`src/rtl/memseq_pkg.sv`:
```
package memseq_pkg;

    localparam int DW   = 16;   // data and address width
    localparam int IW   = 16;   // instruction width
    localparam int RSW  = 3;    // register number width

    localparam logic [3:0] OPC_LD  = 4'b0010;
    localparam logic [3:0] OPC_ST  = 4'b0011;
    localparam logic [3:0] OPC_LDR = 4'b0110;
    localparam logic [3:0] OPC_STR = 4'b0111;
    localparam logic [3:0] OPC_LDI = 4'b1010;
    localparam logic [3:0] OPC_STI = 4'b1011;
    localparam logic [3:0] OPC_LEA = 4'b1110;

    typedef enum logic [1:0] {
        SEQ_IDLE,
        SEQ_PTR,
        SEQ_ACC,
        SEQ_FIN
    } seq_state_e;

    typedef struct packed {
        logic legal;
        logic store;
        logic indirect;
        logic base_mode;
        logic addr_only;
        logic writes_reg;
    } acc_kind_t;

    function automatic logic [2:0] nzp_of(input logic [DW-1:0] v);
        if (v[DW-1])       return 3'b100;
        else if (v == '0)  return 3'b010;
        else               return 3'b001;
    endfunction

endpackage

```
`src/rtl/memseq_dec.sv`:
```
module memseq_dec
    import memseq_pkg::*;
(
    input  logic [3:0] opcode,
    output acc_kind_t  kind
);
    always_comb begin
        kind = '0;
        unique case (opcode)
            OPC_LD:  begin kind.legal = 1'b1; kind.writes_reg = 1'b1; end
            OPC_ST:  begin kind.legal = 1'b1; kind.store = 1'b1; end
            OPC_LDR: begin kind.legal = 1'b1; kind.base_mode = 1'b1; kind.writes_reg = 1'b1; end
            OPC_STR: begin kind.legal = 1'b1; kind.base_mode = 1'b1; kind.store = 1'b1; end
            OPC_LDI: begin kind.legal = 1'b1; kind.indirect = 1'b1; kind.writes_reg = 1'b1; end
            OPC_STI: begin kind.legal = 1'b1; kind.indirect = 1'b1; kind.store = 1'b1; end
            OPC_LEA: begin kind.legal = 1'b1; kind.addr_only = 1'b1; kind.writes_reg = 1'b1; end
            default: kind = '0;
        endcase
    end
endmodule

```
`src/rtl/memseq_agen.sv`:
```
module memseq_agen #(
    parameter int DW    = memseq_pkg::DW,
    parameter int IW    = memseq_pkg::IW,
    parameter int PCOFW = 9,
    parameter int BOFW  = 6
) (
    input  logic [IW-1:0] instr,
    input  logic [DW-1:0] pc_next,
    input  logic [DW-1:0] base_val,
    input  logic          base_mode,
    output logic [DW-1:0] ea
);
    localparam int PC_EXT = DW - PCOFW;
    localparam int B_EXT  = DW - BOFW;

    logic [DW-1:0] pc_off;
    logic [DW-1:0] base_off;
    logic [DW-1:0] origin;
    logic [DW-1:0] offset;

    assign pc_off   = {{PC_EXT{instr[PCOFW-1]}}, instr[PCOFW-1:0]};
    assign base_off = {{B_EXT{instr[BOFW-1]}},  instr[BOFW-1:0]};

    // one shared adder, operands chosen by addressing mode
    assign origin = base_mode ? base_val : pc_next;
    assign offset = base_mode ? base_off : pc_off;
    assign ea     = origin + offset;
endmodule

```
`src/rtl/memseq_seq.sv`:
```
module memseq_seq
    import memseq_pkg::*;
#(
    parameter int DW  = memseq_pkg::DW,
    parameter int RSW = memseq_pkg::RSW
) (
    input  logic           clk,
    input  logic           rst,
    input  logic           start,
    input  acc_kind_t      kind,
    input  logic [RSW-1:0] dest,
    input  logic [DW-1:0]  ea,
    input  logic [DW-1:0]  store_val,
    output logic           busy,
    output logic           mem_req,
    output logic           mem_we,
    output logic [DW-1:0]  mem_addr,
    output logic [DW-1:0]  mem_wdata,
    input  logic           mem_ready,
    input  logic [DW-1:0]  mem_rdata,
    output logic           wb_en,
    output logic [RSW-1:0] wb_reg,
    output logic [DW-1:0]  wb_data,
    output logic [2:0]     cc_nzp,
    output logic           done
);
    seq_state_e     state_q;
    acc_kind_t      kind_q;
    logic [DW-1:0]  addr_q;
    logic [DW-1:0]  wdata_q;
    logic [DW-1:0]  result_q;
    logic [RSW-1:0] dest_q;
    logic           accept;

    assign accept = start && (state_q == SEQ_IDLE);

    always_ff @(posedge clk) begin
        if (rst) begin
            state_q  <= SEQ_IDLE;
            kind_q   <= '0;
            addr_q   <= '0;
            wdata_q  <= '0;
            result_q <= '0;
            dest_q   <= '0;
        end else begin
            unique case (state_q)
                SEQ_IDLE: if (start) begin
                    kind_q   <= kind;
                    addr_q   <= ea;
                    wdata_q  <= store_val;
                    result_q <= ea;
                    dest_q   <= dest;
                    if (!kind.legal || kind.addr_only) state_q <= SEQ_FIN;
                    else if (kind.indirect)            state_q <= SEQ_PTR;
                    else                               state_q <= SEQ_ACC;
                end
                SEQ_PTR: if (mem_ready) begin
                    addr_q  <= mem_rdata;
                    state_q <= SEQ_ACC;
                end
                SEQ_ACC: if (mem_ready) begin
                    if (!kind_q.store) result_q <= mem_rdata;
                    state_q <= SEQ_FIN;
                end
                SEQ_FIN: state_q <= SEQ_IDLE;
                default: state_q <= SEQ_IDLE;
            endcase
        end
    end

    assign busy      = (state_q != SEQ_IDLE);
    assign mem_req   = (state_q == SEQ_PTR) || (state_q == SEQ_ACC);
    assign mem_we    = (state_q == SEQ_ACC) && kind_q.store;
    assign mem_addr  = addr_q;
    assign mem_wdata = wdata_q;
    assign done      = (state_q == SEQ_FIN);
    assign wb_en     = done && kind_q.legal && kind_q.writes_reg;
    assign wb_reg    = dest_q;
    assign wb_data   = result_q;
    assign cc_nzp    = nzp_of(result_q);

    // request and its attributes hold until ready
    a_r8_req_hold: assert property (@(posedge clk) disable iff (rst)
        mem_req && !mem_ready |=> mem_req && $stable(mem_addr) && $stable(mem_we) && $stable(mem_wdata));

    // the pointer word becomes the final address
    a_r3_ptr_chain: assert property (@(posedge clk) disable iff (rst)
        (state_q == SEQ_PTR) && mem_ready |=> mem_req && (mem_addr == $past(mem_rdata)));

    // a completed write is the last transfer of its instruction
    a_r5_write_last: assert property (@(posedge clk) disable iff (rst)
        mem_req && mem_we && mem_ready |=> done && !wb_en);

    // address-only form retires next cycle with a write-back
    a_r4_lea_fast: assert property (@(posedge clk) disable iff (rst)
        accept && kind.legal && kind.addr_only |=> done && wb_en && !mem_req);

    // unsupported opcode retires next cycle silently
    a_r10_illegal: assert property (@(posedge clk) disable iff (rst)
        accept && !kind.legal |=> done && !wb_en && !mem_req);

    // one-cycle done, busy holds until done
    a_r9_done_pulse: assert property (@(posedge clk) disable iff (rst)
        done |=> !done);
    a_r9_busy_holds: assert property (@(posedge clk) disable iff (rst)
        busy && !done |=> busy);

    // write-back only at done, codes one-hot
    a_r6_wb_at_done: assert property (@(posedge clk) disable iff (rst)
        wb_en |-> done);
    a_r7_cc_onehot: assert property (@(posedge clk) disable iff (rst)
        wb_en |-> ($countones(cc_nzp) == 1));
endmodule

```
`src/rtl/mem_access_seq.sv`:
```
module mem_access_seq
    import memseq_pkg::*;
#(
    parameter int DW  = memseq_pkg::DW,
    parameter int IW  = memseq_pkg::IW,
    parameter int RSW = memseq_pkg::RSW
) (
    input  logic           clk,
    input  logic           rst,
    input  logic           start,
    input  logic [IW-1:0]  instr,
    input  logic [DW-1:0]  pc_next,
    input  logic [DW-1:0]  base_val,
    input  logic [DW-1:0]  store_val,
    output logic [RSW-1:0] base_sel,
    output logic           busy,
    output logic           mem_req,
    output logic           mem_we,
    output logic [DW-1:0]  mem_addr,
    output logic [DW-1:0]  mem_wdata,
    input  logic           mem_ready,
    input  logic [DW-1:0]  mem_rdata,
    output logic           wb_en,
    output logic [RSW-1:0] wb_reg,
    output logic [DW-1:0]  wb_data,
    output logic [2:0]     cc_nzp,
    output logic           done
);
    localparam int OPC_LSB  = IW - 4;
    localparam int DEST_LSB = OPC_LSB - RSW;
    localparam int BASE_LSB = DEST_LSB - RSW;

    acc_kind_t     kind;
    logic [DW-1:0] ea;

    assign base_sel = instr[BASE_LSB +: RSW];

    memseq_dec u_dec (
        .opcode (instr[OPC_LSB +: 4]),
        .kind   (kind)
    );

    memseq_agen #(.DW(DW), .IW(IW)) u_agen (
        .instr     (instr),
        .pc_next   (pc_next),
        .base_val  (base_val),
        .base_mode (kind.base_mode),
        .ea        (ea)
    );

    memseq_seq #(.DW(DW), .RSW(RSW)) u_seq (
        .clk       (clk),
        .rst       (rst),
        .start     (start),
        .kind      (kind),
        .dest      (instr[DEST_LSB +: RSW]),
        .ea        (ea),
        .store_val (store_val),
        .busy      (busy),
        .mem_req   (mem_req),
        .mem_we    (mem_we),
        .mem_addr  (mem_addr),
        .mem_wdata (mem_wdata),
        .mem_ready (mem_ready),
        .mem_rdata (mem_rdata),
        .wb_en     (wb_en),
        .wb_reg    (wb_reg),
        .wb_data   (wb_data),
        .cc_nzp    (cc_nzp),
        .done      (done)
    );
endmodule

```
`config.mk`:
```
export PLATFORM = sky130hd
export DESIGN_NAME = mem_access_seq
export DESIGN_NICKNAME = d
export VERILOG_FILES = /design/src/rtl/memseq_pkg.sv /design/src/rtl/memseq_dec.sv /design/src/rtl/memseq_agen.sv /design/src/rtl/memseq_seq.sv /design/src/rtl/mem_access_seq.sv
export SDC_FILE = /design/constraint.sdc
export NUM_CORES = 1
export LEC_CHECK = 0
export ABC_AREA = 1
export BUFFER_PORTS_ARGS = -buffer_cell sky130_fd_sc_hd__clkbuf_2
export CAP_MARGIN = 40
export CELL_PAD_IN_SITES_DETAIL_PLACEMENT = 1
export CELL_PAD_IN_SITES_GLOBAL_PLACEMENT = 1
export CORE_UTILIZATION = 34
export CTS_BUF_LIST = sky130_fd_sc_hd__clkbuf_2 sky130_fd_sc_hd__clkbuf_4 sky130_fd_sc_hd__clkbuf_8
export DETAILED_ROUTE_END_ITERATION = 10
export PLACE_DENSITY_LB_ADDON = 0.1
export SKIP_LAST_GASP = 1
export SLEW_MARGIN = 25
export SYNTH_ARGS = -nofsm -noshare
export SYNTH_HDL_FRONTEND = slang
export SYNTH_SLANG_ARGS = --single-unit
```
`constraint.sdc`:
```
create_clock -name clk -period 2.82 [get_ports clk]
set_input_delay 0 -clock clk [delete_from_list [all_inputs] [get_ports clk]]
set_output_delay 0 -clock clk [all_outputs]
set_load 0.01 [all_outputs]
```
==> results.json <==
{
  "cts.repair.resized": 0,
  "wl_per_cell_um": 14.5,
  "hold_class": "input pin to flip-flop",
  "synth_ff_type": "dfxtp_1",
  "max_slew_margin_pct": 52.5,
  "timing.final.hold_violations": 0,
  "clk_latency_ns": 0.31,
  "outcome": "finished clean",
  "grt.overflow.total": 0,
  "max_freq_ghz": 0.432,
  "fin_crit_sh_pct": 82.2,
  "synthSimpleGateAreaFrac_pct": 31.4,
  "gp_congestion": 0.809,
  "syn-cell-area_um2": 3600,
  "tightest_slew_ns": 0.712,
  "hp-start": "mem_rdata[5]",
  "post-dp-hpwl_um": 9420,
  "synth_mux_area_share_pct": 0.278,
  "diodes": 0,
  "grt_pass1_wl_um": 20000,
  "cts_buffers": 5,
  "synth_edf_count": 0,
  "synth_fp_nets": 650,
  "finClkSkew_ns": 0.00449,
  "post_cts_buffers": 0,
  "totalWireLength_um": 12200,
  "dieHeight_um": 105,
  "antenna_left": 0,
  "finalSetupViolCount": 0,
  "antenna_found_initial": 0,
  "cts_buffer_depth": 2,
  "crit_fanout": 22,
  "via_count": 4126,
  "finalNetCount": 810,
  "postLayoutSetupSlackWorst_ns": 0.503,
  "port_buffers": 145,
  "multi_input_area_um2": 2160,
  "rsz0062_at_grt": "false",
  "ys_ff_latch": 56,
  "row_count": 37,
  "drive_gt1_share_pct": 28.1,
  "powerDensity_nw_per_um2": 872,
  "dieArea_um2": 11000,
  "peakVddDrop_mv": 0.262,
  "grt_pass1_vias": 4225,
  "slowest_delay_ns": 0.55,
  "fin_crit_ns": 2.32,
  "required_ns": 3.01,
  "r2r-start": "u_seq.state_q[0]",
  "avgSynthCellArea_um2": 6.57,
  "pre_cts_ws_ns": 0.339,
  "crit_start": "u_seq.state_q[0]",
  "drv_cap": 0,
  "crit_type": "flip-flop to flip-flop",
  "p_leak_uw": 0.00252,
  "clkTransAtPathRegs_ns": 0.10,
  "initial_core_util_pct": 35.0,
  "synth-compound-area-share_pct": 19.6,
  "dr.first_iter.drc_count": 155,
  "viasPerCell": 4.89,
  "die_w_um": 105,
  "grt_max_degree": 25,
  "ys_async_sr_fraction_pct": 0,
  "core_um2": 10300,
  "syn_to_final_growth_pct": 33.2,
  "synth_fa_ha_area_share_pct": 6.47,
  "fill_cells": 1409,
  "cp_cell_sequence": "inv_1, ha_1, inv_1, or2_2, o21ai_0, a21oi_1, inv_1, a21oi_1, o21ai_0, a21oi_1",
  "firstDrtPassIters": 4,
  "crit_arrival_ns": 2.50,
  "htree_levels": 2,
  "tns_ns": 0,
  "cts_hold_buf": 26,
  "synth.distinct_cells": 39,
  "ys_seq_area_share_pct": 31.1,
  "grt_usage_pct": 22.5,
  "clockRootBuffer": "clkbuf_8",
  "cts_tree": "yes",
  "end_kind": "flip-flop",
  "seqCellArea_um2": 1120,
  "synth-xor-area-share_pct": 2.43,
  "ys_warn_count": 0,
  "cpMaxStageDelayCell": "inv_1",
  "cts.sinks": 56,
  "cp-start-kind": "flip-flop",
  "io-pin-count": 146,
  "synthCells": 548,
  "route.detailed.drc": 0,
  "synth_top_family_by_area": "simple AND/OR/NAND/NOR gates",
  "slew_viol_final": 0
}
cell usage after synthesis, drive strengths merged, types with 2 or more instances:
master	instances	share of area, %
o211ai	2	0.42
xor2	7	1.7
nor2	59	6.4
ha	17	5.9
inv	46	4.8
nand4	7	1.2
buf	9	1.9
dfxtp	56	31
xnor2	3	0.73
nand3	26	3.9
a21oi	63	9.4
nor3	2	0.42
a31oi	7	1.2
o21ai	49	6.9
nor4	4	0.70
clkbuf	19	2.0
nand2	160	18
a21o	2	0.42
through the flow:
step | instances | cell area (µm²) | hold slack [ns] | total power [µW] | util, %
6_report | 844 | 4800 | 0.0241 | 4180 | 46.7
5_1_grt | 844 | 4800 | 0.0477 | 4560 | 46.7
4_1_cts | 844 | 4800 | 0.0117 | 4200 | 46.7
3_5_place_dp | 811 | 4440 | 0.203 | 3680 | 43.2
3_3_place_gp | 810 | 4420 | 0.203 | 3610 | 43.0
2_1_floorplan | 548 | 3600 | 0.0691 | 2820 | -
logic make-up (layout without fill, tap and decap cells):
kind of cell / count (synthesis) / after routing
and+or+nand+nor: 260 / 260
DFF: 56 / 56
buffers and inverters: 75 / 235
AOI/OAI and AO/OA: 128 / 128
muxes: 1 / 1
xor gates and xnor gates: 10 / 10
adders and majority gates: 18 / 18
path summary, 6_finish.rpt:
| kind | slack (ns) | end | cells past startpoint |
|---|---|---|---|
| worst min register to register | 0.46 | u_seq.kind_q[5] | 2 |
| worst max register to register | 0.50 | u_seq.mem_addr[10] | 10 |
| worst min-delay path | 0.02 | u_seq.mem_addr[5] | 3 |
| worst max-delay path | 0.50 | u_seq.mem_addr[10] | 10 |
cell usage in the layout, fill, tap and decap left out, drive strengths merged, types with 2 or more instances in the layout:
master         n
o21ai         49
o211ai         2
nor4           4
ha            17
dlygate4sd3   26
nor2          59
a31oi          7
nor3           2
nand4          7
inv           46
a21o           2
nand3         26
xor2           7
clkbuf       152
dfxtp         56
buf           10
xnor2          3
a21oi         63
nand2        160
where the power goes:
part           internal [µW]  switching [µW]
Combinational            891            1530
Clock                    220             261
Sequential              1080             199
Total                   2190            1990
cell type report:
type / instances / area share [%]
clock buffer: 7 / 2.01
tap: 136 / 3.55
inverter: 47 / 3.68
sequential: 56 / 23.4
multi-input combinational: 417 / 45.1
timing repair buffer: 181 / 22.3
routing by layer:
layer | global-route usage, % | vias to the layer above | wire [µm]
li1 | - | 2106 | -
met1 | 28.9 | 1916 | 5680
met2 | 40.4 | 99 | 6000
met3 | 2.12 | 5 | 455
met4 | 4.83 | 0 | 87
met5 | 0 | - | 0
worst max-delay path, delay by kind of cell (launching register included):
family	cells	cell delay, ns
AOI/OAI and AO/OA	5	0.54
adders and majority gates	1	0.26
buffers and inverters	3	0.77
DFF	1	0.34
and+or+nand+nor	1	0.29
Power figures use the tool's default switching activity.
